$ cat src/rtl/hz_pkg.sv
package hz_pkg;
  typedef enum logic [1:0] {
    SEL_RF  = 2'b00,
    SEL_MWB = 2'b01,
    SEL_EXM = 2'b10
  } fwd_sel_e;
endpackage

$ cat src/rtl/hz_fwd_pick.sv
module hz_fwd_pick
  import hz_pkg::*;
#(
  parameter int unsigned AW         = 5,
  parameter bit          LOAD_BLOCK = 1'b0
) (
  input  logic [AW-1:0] src,
  input  logic          src_used,
  input  logic [AW-1:0] exm_rd,
  input  logic          exm_wr,
  input  logic          exm_ld,
  input  logic [AW-1:0] mwb_rd,
  input  logic          mwb_wr,
  output fwd_sel_e      sel
);
  logic exm_match;
  logic mwb_match;
  logic exm_usable;

  always_comb begin
    exm_match  = src_used && exm_wr && (exm_rd != '0) && (exm_rd == src);
    mwb_match  = src_used && mwb_wr && (mwb_rd != '0) && (mwb_rd == src);
    exm_usable = exm_match && !(LOAD_BLOCK && exm_ld);
    if (exm_usable)      sel = SEL_EXM;
    else if (exm_match)  sel = SEL_RF;   // stale older value must not win; late path covers it
    else if (mwb_match)  sel = SEL_MWB;
    else                 sel = SEL_RF;
  end
endmodule

$ cat src/rtl/hz_loaduse.sv
module hz_loaduse #(
  parameter int unsigned AW = 5
) (
  input  logic          clk,
  input  logic          rst_n,
  input  logic [AW-1:0] id_rs1,
  input  logic [AW-1:0] id_rs2,
  input  logic          id_use_rs1,
  input  logic          id_use_rs2,
  input  logic          id_is_store,
  input  logic [AW-1:0] ex_rd,
  input  logic          ex_mem_read,
  input  logic          ex_reg_write,
  output logic          pc_we,
  output logic          ifid_we,
  output logic          idex_bubble
);
  logic ld_live;
  logic hit_base;
  logic hit_second;
  logic stall;

  always_comb begin
    ld_live    = ex_mem_read && ex_reg_write && (ex_rd != '0);
    hit_base   = id_use_rs1 && (id_rs1 == ex_rd);
    hit_second = id_use_rs2 && !id_is_store && (id_rs2 == ex_rd);
    stall      = ld_live && (hit_base || hit_second);
    pc_we       = !stall;
    ifid_we     = !stall;
    idex_bubble = stall;
  end

  AST_STALL_TRIO: assert property (@(posedge clk) disable iff (!rst_n)
    (pc_we == ifid_we) && (idex_bubble == !pc_we));

  AST_UNUSED_NO_STALL: assert property (@(posedge clk) disable iff (!rst_n)
    (!id_use_rs1 && !id_use_rs2) |-> pc_we);

  AST_R0_NO_STALL: assert property (@(posedge clk) disable iff (!rst_n)
    (ex_rd == '0) |-> !idex_bubble);
endmodule

$ cat src/rtl/hz_store_late.sv
module hz_store_late #(
  parameter int unsigned AW = 5
) (
  input  logic          clk,
  input  logic          rst_n,
  input  logic          ex_is_store,
  input  logic [AW-1:0] ex_rs2,
  input  logic [AW-1:0] exm_rd,
  input  logic          exm_wr,
  input  logic          exm_ld,
  output logic          late_q
);
  logic late_d;

  always_comb begin
    late_d = ex_is_store && exm_ld && exm_wr && (exm_rd != '0) && (exm_rd == ex_rs2);
  end

  always_ff @(posedge clk or negedge rst_n) begin
    if (!rst_n) late_q <= 1'b0;
    else        late_q <= late_d;
  end

  AST_LATE_AFTER_STORE: assert property (@(posedge clk) disable iff (!rst_n)
    late_q |-> $past(ex_is_store));
endmodule

$ cat src/rtl/hz_unit.sv
module hz_unit
  import hz_pkg::*;
#(
  parameter int unsigned AW = 5
) (
  input  logic          clk,
  input  logic          rst_n,
  input  logic [AW-1:0] id_rs1,
  input  logic [AW-1:0] id_rs2,
  input  logic          id_use_rs1,
  input  logic          id_use_rs2,
  input  logic          id_is_store,
  input  logic [AW-1:0] ex_rs1,
  input  logic [AW-1:0] ex_rs2,
  input  logic [AW-1:0] ex_rd,
  input  logic          ex_is_store,
  input  logic          ex_mem_read,
  input  logic          ex_reg_write,
  input  logic [AW-1:0] exm_rd,
  input  logic          exm_reg_write,
  input  logic          exm_mem_read,
  input  logic [AW-1:0] mwb_rd,
  input  logic          mwb_reg_write,
  output logic [1:0]    fwd_a_sel,
  output logic [1:0]    fwd_b_sel,
  output logic [1:0]    fwd_st_sel,
  output logic          mem_st_from_load,
  output logic          pc_we,
  output logic          ifid_we,
  output logic          idex_bubble
);
  localparam int unsigned NPATH = 3;  // operand A, operand B, store data

  logic [AW-1:0] path_src  [NPATH];
  logic          path_used [NPATH];
  fwd_sel_e      path_sel  [NPATH];

  always_comb begin
    path_src[0]  = ex_rs1;
    path_src[1]  = ex_rs2;
    path_src[2]  = ex_rs2;
    path_used[0] = 1'b1;
    path_used[1] = 1'b1;
    path_used[2] = ex_is_store;
  end

  for (genvar k = 0; k < NPATH; k++) begin : g_path
    hz_fwd_pick #(
      .AW         (AW),
      .LOAD_BLOCK (k == NPATH - 1)
    ) u_pick (
      .src      (path_src[k]),
      .src_used (path_used[k]),
      .exm_rd   (exm_rd),
      .exm_wr   (exm_reg_write),
      .exm_ld   (exm_mem_read),
      .mwb_rd   (mwb_rd),
      .mwb_wr   (mwb_reg_write),
      .sel      (path_sel[k])
    );
  end

  always_comb begin
    fwd_a_sel  = path_sel[0];
    fwd_b_sel  = path_sel[1];
    fwd_st_sel = path_sel[2];
  end

  hz_loaduse #(.AW(AW)) u_loaduse (
    .clk          (clk),
    .rst_n        (rst_n),
    .id_rs1       (id_rs1),
    .id_rs2       (id_rs2),
    .id_use_rs1   (id_use_rs1),
    .id_use_rs2   (id_use_rs2),
    .id_is_store  (id_is_store),
    .ex_rd        (ex_rd),
    .ex_mem_read  (ex_mem_read),
    .ex_reg_write (ex_reg_write),
    .pc_we        (pc_we),
    .ifid_we      (ifid_we),
    .idex_bubble  (idex_bubble)
  );

  hz_store_late #(.AW(AW)) u_store_late (
    .clk         (clk),
    .rst_n       (rst_n),
    .ex_is_store (ex_is_store),
    .ex_rs2      (ex_rs2),
    .exm_rd      (exm_rd),
    .exm_wr      (exm_reg_write),
    .exm_ld      (exm_mem_read),
    .late_q      (mem_st_from_load)
  );

  AST_R0_NO_FWD: assert property (@(posedge clk) disable iff (!rst_n)
    (ex_rs1 == '0) |-> (fwd_a_sel == SEL_RF));

  AST_YOUNGER_WINS: assert property (@(posedge clk) disable iff (!rst_n)
    (exm_reg_write && mwb_reg_write && exm_rd == mwb_rd && exm_rd == ex_rs1 && ex_rs1 != '0)
      |-> (fwd_a_sel == SEL_EXM));

  AST_NO_WRITER_NO_FWD: assert property (@(posedge clk) disable iff (!rst_n)
    (!exm_reg_write && !mwb_reg_write) |-> (fwd_a_sel == SEL_RF && fwd_b_sel == SEL_RF));

  AST_ST_NOT_FROM_LOAD: assert property (@(posedge clk) disable iff (!rst_n)
    (fwd_st_sel == SEL_EXM) |-> !exm_mem_read);
endmodule

$ cat config.mk
export PLATFORM = sky130hd
export DESIGN_NAME = hz_unit
export DESIGN_NICKNAME = d
export VERILOG_FILES = /design/src/rtl/hz_pkg.sv /design/src/rtl/hz_fwd_pick.sv /design/src/rtl/hz_loaduse.sv /design/src/rtl/hz_store_late.sv /design/src/rtl/hz_unit.sv
export SDC_FILE = /design/constraint.sdc
export NUM_CORES = 1
export LEC_CHECK = 0
export ABC_AREA = 1
export BUFFER_PORTS_ARGS = -buffer_cell sky130_fd_sc_hd__buf_2
export CORE_ASPECT_RATIO = 1.1
export CORE_MARGIN = 8
export CORE_UTILIZATION = 40
export CTS_BUF_LIST = sky130_fd_sc_hd__clkbuf_4
export DETAILED_ROUTE_END_ITERATION = 10
export PLACE_DENSITY = 0.71
export SYNTH_ARGS = -nofsm -noshare
export SYNTH_HDL_FRONTEND = slang
export SYNTH_HIERARCHICAL = 1
export SYNTH_SLANG_ARGS = --single-unit
export TNS_END_PERCENT = 1
$ cat constraint.sdc
create_clock -name clk -period 1.4 [get_ports clk]
set_clock_uncertainty 0.05 [all_clocks]
set_input_delay 0.35 -clock clk [delete_from_list [all_inputs] [get_ports clk]]
set_output_delay 0.35 -clock clk [all_outputs]
set_load 0.005 [all_outputs]
**Word-level counts from Yosys, hierarchy flattened**

Cells that the tools add are included.

- Equality and inequality tests: 6
- Reduce and logical (&&, ||, !) cells: 30
- Multiplexer cells: 7

Operators by type and width:

| operator | count |
|---|---|
| $eq 5x5->1 | 6 |
| $logic_and 1x1->1 | 23 |
| $reduce_bool 5->1 | 3 |
| $mux 2 | 4 |
| $logic_not 1->1 | 3 |
| $mux 1 | 3 |
| $logic_or 1x1->1 | 1 |

- Word-level logic and storage cells: 44
- Output and inout bits: 10
- Bits of input ports: 46
- Register bits after elaboration: 1

**Longest topological paths before layout**

Gate-level depths: netlist of the first run.

- Depth after elaboration: 6
- Mapped depth: 8
- Mapped depth without buffers: 8

**Hierarchy**

The synthesis of the first run kept the hierarchy.

By module, submodules not included:

| module | area each (um2) | times used | cells an instance | sequential area each (um2) |
|---|---|---|---|---|
| hz_fwd_pick (g_path[0].u_pick ...) | 234.0 | 2 | 57 | 0.0 |
| hz_fwd_pick (g_path[2].u_pick) | 250.2 | 1 | 62 | 0.0 |
| hz_loaduse | 247.7 | 1 | 62 | 0.0 |
| hz_store_late | 153.9 | 1 | 34 | 25.0 |
| hz_unit | 3.8 | 1 | 1 | 0.0 |

**Worst setup path after synthesis of the first run**

OpenSTA, ideal clock, no wires.

- Kind: input -> output
- Start: input ex_rd[3]
- End: output pc_we
- Path buffers: 1
- Cell stages on the path: 8
- Arrival: 0.941 ns
- Data required time: 1.000 ns
- Path slack: 0.059 ns
- Path through: inv_1 -> nand2_1 -> nand2_1 -> nor2_1 -> nand3_1 -> nand2_1 -> nand2_1 -> buf_4

- Word-level cells in the longest chain between the ends: 5
- Elaborated cells on any way between the ends: 9
- Classes of those cells: 2 x eq/ne; 7 x reduce/logical

Ends and longest elaborated chain:

| element | RTL line | source |
|---|---|---|
| start: declaration | hz_unit.sv:15 | `input logic [AW-1:0] ex_rd,` |
| $eq 5x5->1, on equally long branches | hz_loaduse.sv:25, hz_loaduse.sv:26 |  |
| $logic_and 1x1->1, on equally long branches | hz_loaduse.sv:25, hz_loaduse.sv:26 |  |
| $logic_or 1x1->1 | hz_loaduse.sv:27 | `stall = ld_live && (hit_base \|\| hit_second);` |
| $logic_and 1x1->1 * | hz_loaduse.sv:27 |  |
| $logic_not 1->1 * | -- |  |
| end: declaration | hz_unit.sv:28 | `output logic pc_we,` |

Every way passes the cells marked *; elsewhere a longest branch is shown, timed or not.

**Worst setup path in the final report of the first run**

- Start: input mwb_rd[4]
- End: output fwd_b_sel[0]

- Word-level cells in the longest chain between the ends: 5
- Elaborated cells on any way between the ends: 6
- Classes of those cells: 1 x eq/ne; 2 x mux; 3 x reduce/logical

Ends and longest elaborated chain:

| element | RTL line | source |
|---|---|---|
| start: declaration | hz_unit.sv:22 | `input logic [AW-1:0] mwb_rd,` |
| $reduce_bool 5->1 | hz_fwd_pick.sv:22 | `mwb_match = src_used && mwb_wr && (mwb_rd != '0) && (mwb_rd == src);` |
| $logic_and 1x1->1 | hz_fwd_pick.sv:22 |  |
| $logic_and 1x1->1 * | hz_fwd_pick.sv:22 |  |
| $mux 1 * | hz_fwd_pick.sv:26 | `else if (mwb_match) sel = SEL_MWB;` |
| $mux 2 * | hz_fwd_pick.sv:24 | `if (exm_usable) sel = SEL_EXM;` |
| end: declaration | hz_unit.sv:25 | `output logic [1:0] fwd_b_sel,` |

Marked as above.

==> impl_results.md, run 1 <==
* Die height at 71.6 µm
* Vias in the first global route at 1470
* Critical-path cell list: buf_4, inv_2, nand2_1, nand2_1, inv_1, nand2_1, nor2_1, nand3_1, nor2_1, buf_2
* Leading area contributor after synthesis: nand2_1
* Final #Nets at 395
* Post-synth EDFFs at 0
* Top post-synthesis cells by count: nand2_1, inv_1, nor2_1
* CP Max Fanout at 3
* Min-delay worst type: primary input to asynchronous set/reset pin
* Most area-consuming cells after synthesis: nand2_1, inv_1, nor2_1
* Design area at 1980 µm²
* DRT Wirelength at 4600 µm
* Outcome: complete, but fails checks
* Wire per inst at 12.1 µm
* Top reg by flops: u_store_late/late_q
* Family with the most delay on the worst path: simple AND/OR/NAND/NOR gates
* Die W at 66.5 µm
* Primary FF master, synth: dfrtp_1
* Yosys cell types at 16
* Port bufs at 55
* Critical-path top delay cell: nor2_1
* Asr flop ratio synth at 1.00
* Syn Area/Cell at 4.12 µm²
* Largest net degree at the start of global routing at 11
* DR vias at 1757
* Via density at 4.62
* Total track usage at 0.150
* CP startpoint kind: primary input
* Setup CP Type: primary input to output port
* Setup crit start: mwb_rd[4]
* Dpl cell area at 1530 µm²
* Io pins at 56
* Share of cells above drive strength 1 at 0.415
* Site Rows at 20
* Synthesized cell area at 1120 µm²
* Routability cong. at 0.870
* Fmax at 654 MHz
* Area Overhead vs Synth at 75.9%
* PwrDens at 282 nW/µm²
* Max_cap viols at 0
* Fin. max-slew vios at 0
* Sequential fraction of the synthesis area at 0.0223
* Yosys reg bits at 1
* RSZ-0062 raised after global routing: yes
* DR DRC count at 0
* Violated checks: negative setup slack
* Max reg flops at 1
* Maximum VDD drop at 0.000193 V
* Final Critical Period at 1.53 ns
* 1st-iter DRT viols at 65
* Buf/Inv on CP at 4
* Fill cells at 217
* Leak at 1.27 nW
* Initial Util at 0.412
* Power, Total at 0.557 mW
* Biggest regs: u_store_late/late_q x1
* Most common cell on crit path: nand2_1
* Final Core Density at 0.725
* Core area at 2730 µm²
* Post-Synthesis Cells at 273
* Hold_buf cts at 0
* Grt ovf at 0
* Final setup fails at 9
* Setup WS post-layout at -0.129 ns
* First-pass GRT wire length at 6120 µm
* Crit path DAT at 1.13 ns
* Critical path's largest stage delay at 0.12 ns
* DP Wirelength at 3040 µm
* Period utilization at 1.09
* Detail Route Antenna Nets at 0
* Endpoint class of the critical path: output port
* Diodes inserted at 0
* Most common cell in the netlist: nand2_1
* Synth warnings at 6
* Worst-path clk slew at 0 ns
* Initial DRT Pass Iterations at 4
* CP required at 1.00 ns
* Initial antenna violation count at 0
* Die area at 4760 µm²
* Post-synth top area share at 0.408
* Hold Fails Final Rpt at 0
[power by group]
| group | internal [mW] | switching, mW |
|---|---|---|
| logic | 0.258 | 0.269 |
| clock network | 0 | 0 |
| registers | 0.0296 | 0.0000303 |
| total | 0.288 | 0.269 |
[path summary, 6_finish.rpt]
path                                  endpoint  cells after the start
max                               fwd_b_sel[0]                     10
min                        u_store_late/late_q                      1
max in group asynchronous  u_store_late/late_q                      1
min in group clk           u_store_late/late_q                      6
[cells by family (layout without fill, tap and decap cells)]
logic type | Yosys count | in the layout | synth area share
other cells | 1 | 4 | 0.00334
flops | 1 | 1 | 0.0223
simple gates | 188 | 188 | 0.669
buf+inv | 73 | 144 | 0.257
compound gates | 10 | 10 | 0.0479
[layout by cell type, fill, tap and decap left out, drive strengths merged]
cell type,netlist,final
a21oi,8,8
conb,1,4
nand3,17,17
nand2,124,124
nor2,41,41
dfrtp,1,1
clkbuf,0,3
buf,4,72
inv,69,68
clkinv,0,1
o21ai,2,2
nand4,2,2
nor3,4,4
[layer usage]
metal  wire (µm)  track usage  share of wire  vias to the layer above
met5           0            0              0                        -
met4         106       0.0166          0.023                        0
met3         304       0.0156          0.066                       12
met2        2420        0.287           0.52                       70
met1        1780        0.175           0.39                      747
li1            -            -              -                      928
[per-stage QoR]
stage	hold slack, ns	setup WS, ns	instances	TNS, ns
after floorplan	0.00441	0.0592	276	0
after global placement	0.0744	-0.191	375	-1.21
after detailed placement	0.0757	-0.202	375	-1.25
after CTS	0.0755	-0.0885	375	-0.590
after global routing	0.0809	-0.212	380	-1.30
final	0.0748	-0.129	380	-0.685
[area by class of cell]
type | count | area [µm²] | area share
timing repair buffer | 75 | 678 | 0.343
tap | 33 | 41.3 | 0.0209
inverter | 69 | 284 | 0.144
sequential | 1 | 25.0 | 0.0127
multi-input combinational | 202 | 948 | 0.480
[timing repair]
item,4_1_cts,5_1_grt
pin swaps,15,41
endpoints found under the setup margin,9,9
gates resized for setup,45,80
cloned,0,3
setup buffers,0,2
Note: power is estimated with default switching activity, not from simulation.
==> inputs of run 2 (changes only) <==
--- a/config.mk
+++ b/config.mk
@@ -6,13 +6,14 @@
 export NUM_CORES = 1
 export LEC_CHECK = 0
 export ABC_AREA = 1
+export ABC_CLOCK_PERIOD_IN_PS = 1400
 export BUFFER_PORTS_ARGS = -buffer_cell sky130_fd_sc_hd__buf_2
 export CORE_ASPECT_RATIO = 1.1
 export CORE_MARGIN = 8
 export CORE_UTILIZATION = 40
 export CTS_BUF_LIST = sky130_fd_sc_hd__clkbuf_4
 export DETAILED_ROUTE_END_ITERATION = 10
-export PLACE_DENSITY = 0.71
+export PLACE_DENSITY_LB_ADDON = 0.15
 export SYNTH_ARGS = -nofsm -noshare
 export SYNTH_HDL_FRONTEND = slang
 export SYNTH_HIERARCHICAL = 1
==> constraint.sdc (replaced) <==
create_clock -name clk -period 1.4 [get_ports clk]
set_clock_uncertainty 0.05 [all_clocks]
set_input_delay 0.42 -clock clk [delete_from_list [all_inputs] [get_ports clk]]
set_output_delay 0.42 -clock clk [all_outputs]
set_load 0.005 [all_outputs]
==> run 2 against run 1 <==
Compared with the run above: the flow still finishes with violations (negative setup slack); sequential share of layout area up 0.071 points; cell count stayed put; fmax shrank 8.4%; total power shrank 8.7%; first-iteration DRC count did not move; worst setup slack lost 0.14 ns; sequential cell count unchanged; utilization down 3.9 points; worst hold slack improved by 0.070 ns; global-route usage grew 0.19 points; combinational power fell by 9.3%; critical path type unchanged; largest cell class unchanged; highest routed layer unchanged.
==> impl_results.md, run 2 (synthesis gave the netlist of run 1 again) <==
* Outcome: complete, but fails checks
* Violated checks: negative setup slack
* Total track usage at 0.152
* DR DRC count at 0
* PwrDens at 272 nW/µm²
* Io pins at 56
* Maximum VDD drop at 0.000214 V
* TNS Setup at -2.02 ns
* Final #Nets at 395
* Finished Layout Cells at 380
* Total placed cells including tap cells at 376
* Final setup fails at 9
* Grt ovf at 0
* Top reg by flops: u_store_late/late_q
* Area Overhead vs Synth at 66.6%
* Critical path's largest stage delay at 0.13 ns
* Critical-path cell list: buf_12, inv_2, nand2_1, nand2_1, nor2_2, nand3_1, nor2_2, nor2_1, buf_2
* Vias in the first global route at 1539
* Largest net degree at the start of global routing at 11
* Setup CP Type: primary input to output port
* DRT Wirelength at 4050 µm
* Port bufs at 55
* Final Critical Period at 1.67 ns
* Pre-CTS setup slack at -0.354 ns
* Detail Route Antenna Nets at 0
* Most common library cell in the layout ignoring fill and taps: nand2_1
* Period utilization at 1.19
* CP required at 0.93 ns
* Site Rows at 20
* First-pass GRT wire length at 6270 µm
* RSZ-0062 raised after global routing: yes
* Worst-path clk slew at 0 ns
* Critical-path top delay cell: nor2_2
* Die area at 4760 µm²
* Initial DRT Pass Iterations at 4
* CP startpoint kind: primary input
* Endpoint class of the critical path: output port
* Routability cong. at 0.861
* Die W at 66.5 µm
* Most frequent cells in the layout: nand2_1, inv_1, nor2_1
* Via density at 4.49
* Die height at 71.6 µm
* Fin. max-slew vios at 0
* Share of cells above drive strength 1 at 0.360
* Max_cap viols at 0
* DP Wirelength at 2970 µm
* Leak at 1.26 nW
* Core area at 2730 µm²
* Biggest regs: u_store_late/late_q x1
* Final Core Density at 0.686
* Initial Util at 0.412
* Setup WS post-layout at -0.269 ns
* Max reg flops at 1
* Initial antenna violation count at 0
* Hold Fails Final Rpt at 0
* DR vias at 1706
* Wire per inst at 10.7 µm
* 1st-iter DRT viols at 65
* Crit path DAT at 1.20 ns
* Fmax at 599 MHz
* Power, Total at 0.509 mW
* Min-delay worst type: primary input to asynchronous set/reset pin
* Diodes inserted at 0
* CP Max Fanout at 8
## run 2: cell count changes in the layout (fill, tap and decap cells not counted), sizes merged
cell	before	now
buf	72	73
clkbuf	3	2
clkinv	1	0
inv	68	69
## run 2: through the flow
step	area (µm²)	hold slack, ns
5_1_grt	1870	0.147
2_1_floorplan	1130	0.0744
3_5_place_dp	1540	0.146
6_report	1870	0.144
4_1_cts	1700	0.146
3_3_place_gp	1540	0.144
## run 2: timing repair
item,in CTS,in global routing
setup endpoints to repair,9,9
gates resized for setup,54,40
hold buffers,0,0
setup buffers,1,1
gates cloned,0,2
pin swaps,16,28
## run 2: routing by layer
layer	share of wire	global-route usage
met3	0.053	0.0140
met5	0	0
met1	0.42	0.188
met4	0.010	0.00475
met2	0.51	0.285
## run 2: area by class of cell
class / count / area [µm²]
fill: 276 / 856
inverter: 69 / 264
multi-input combinational: 202 / 885
sequential: 1 / 25.0
tap: 33 / 41.3
timing repair buffer: 75 / 657
## run 2: worst max-delay path by stage
| stage | start | endpoint | slack [ns] | cells past startpoint |
|---|---|---|---|---|
| final | ex_rs2[1] | fwd_b_sel[0] | -0.27 | 9 |
| after floorplan | ex_rd[3] | pc_we | -0.07 | 8 |
| after CTS | exm_rd[0] | fwd_st_sel[0] | -0.22 | 9 |
| after global routing | exm_rd[0] | fwd_b_sel[0] | -0.33 | 9 |
| after detailed placement | exm_rd[3] | fwd_a_sel[0] | -0.35 | 9 |
| after global placement | exm_rd[3] | fwd_a_sel[0] | -0.34 | 9 |
## run 2: worst max-delay path, delay by kind of cell
kind | cells | cell delay (ns)
AND/OR/NAND/NOR | 6 | 0.53
buffers and inverters | 3 | 0.26
## run 2: power by group
part	switching (mW)	internal (mW)	total, mW
Combinational	0.238	0.242	0.479
Sequential	0.0000263	0.0296	0.0296
Clock	0	0	0
Total	0.238	0.271	0.509
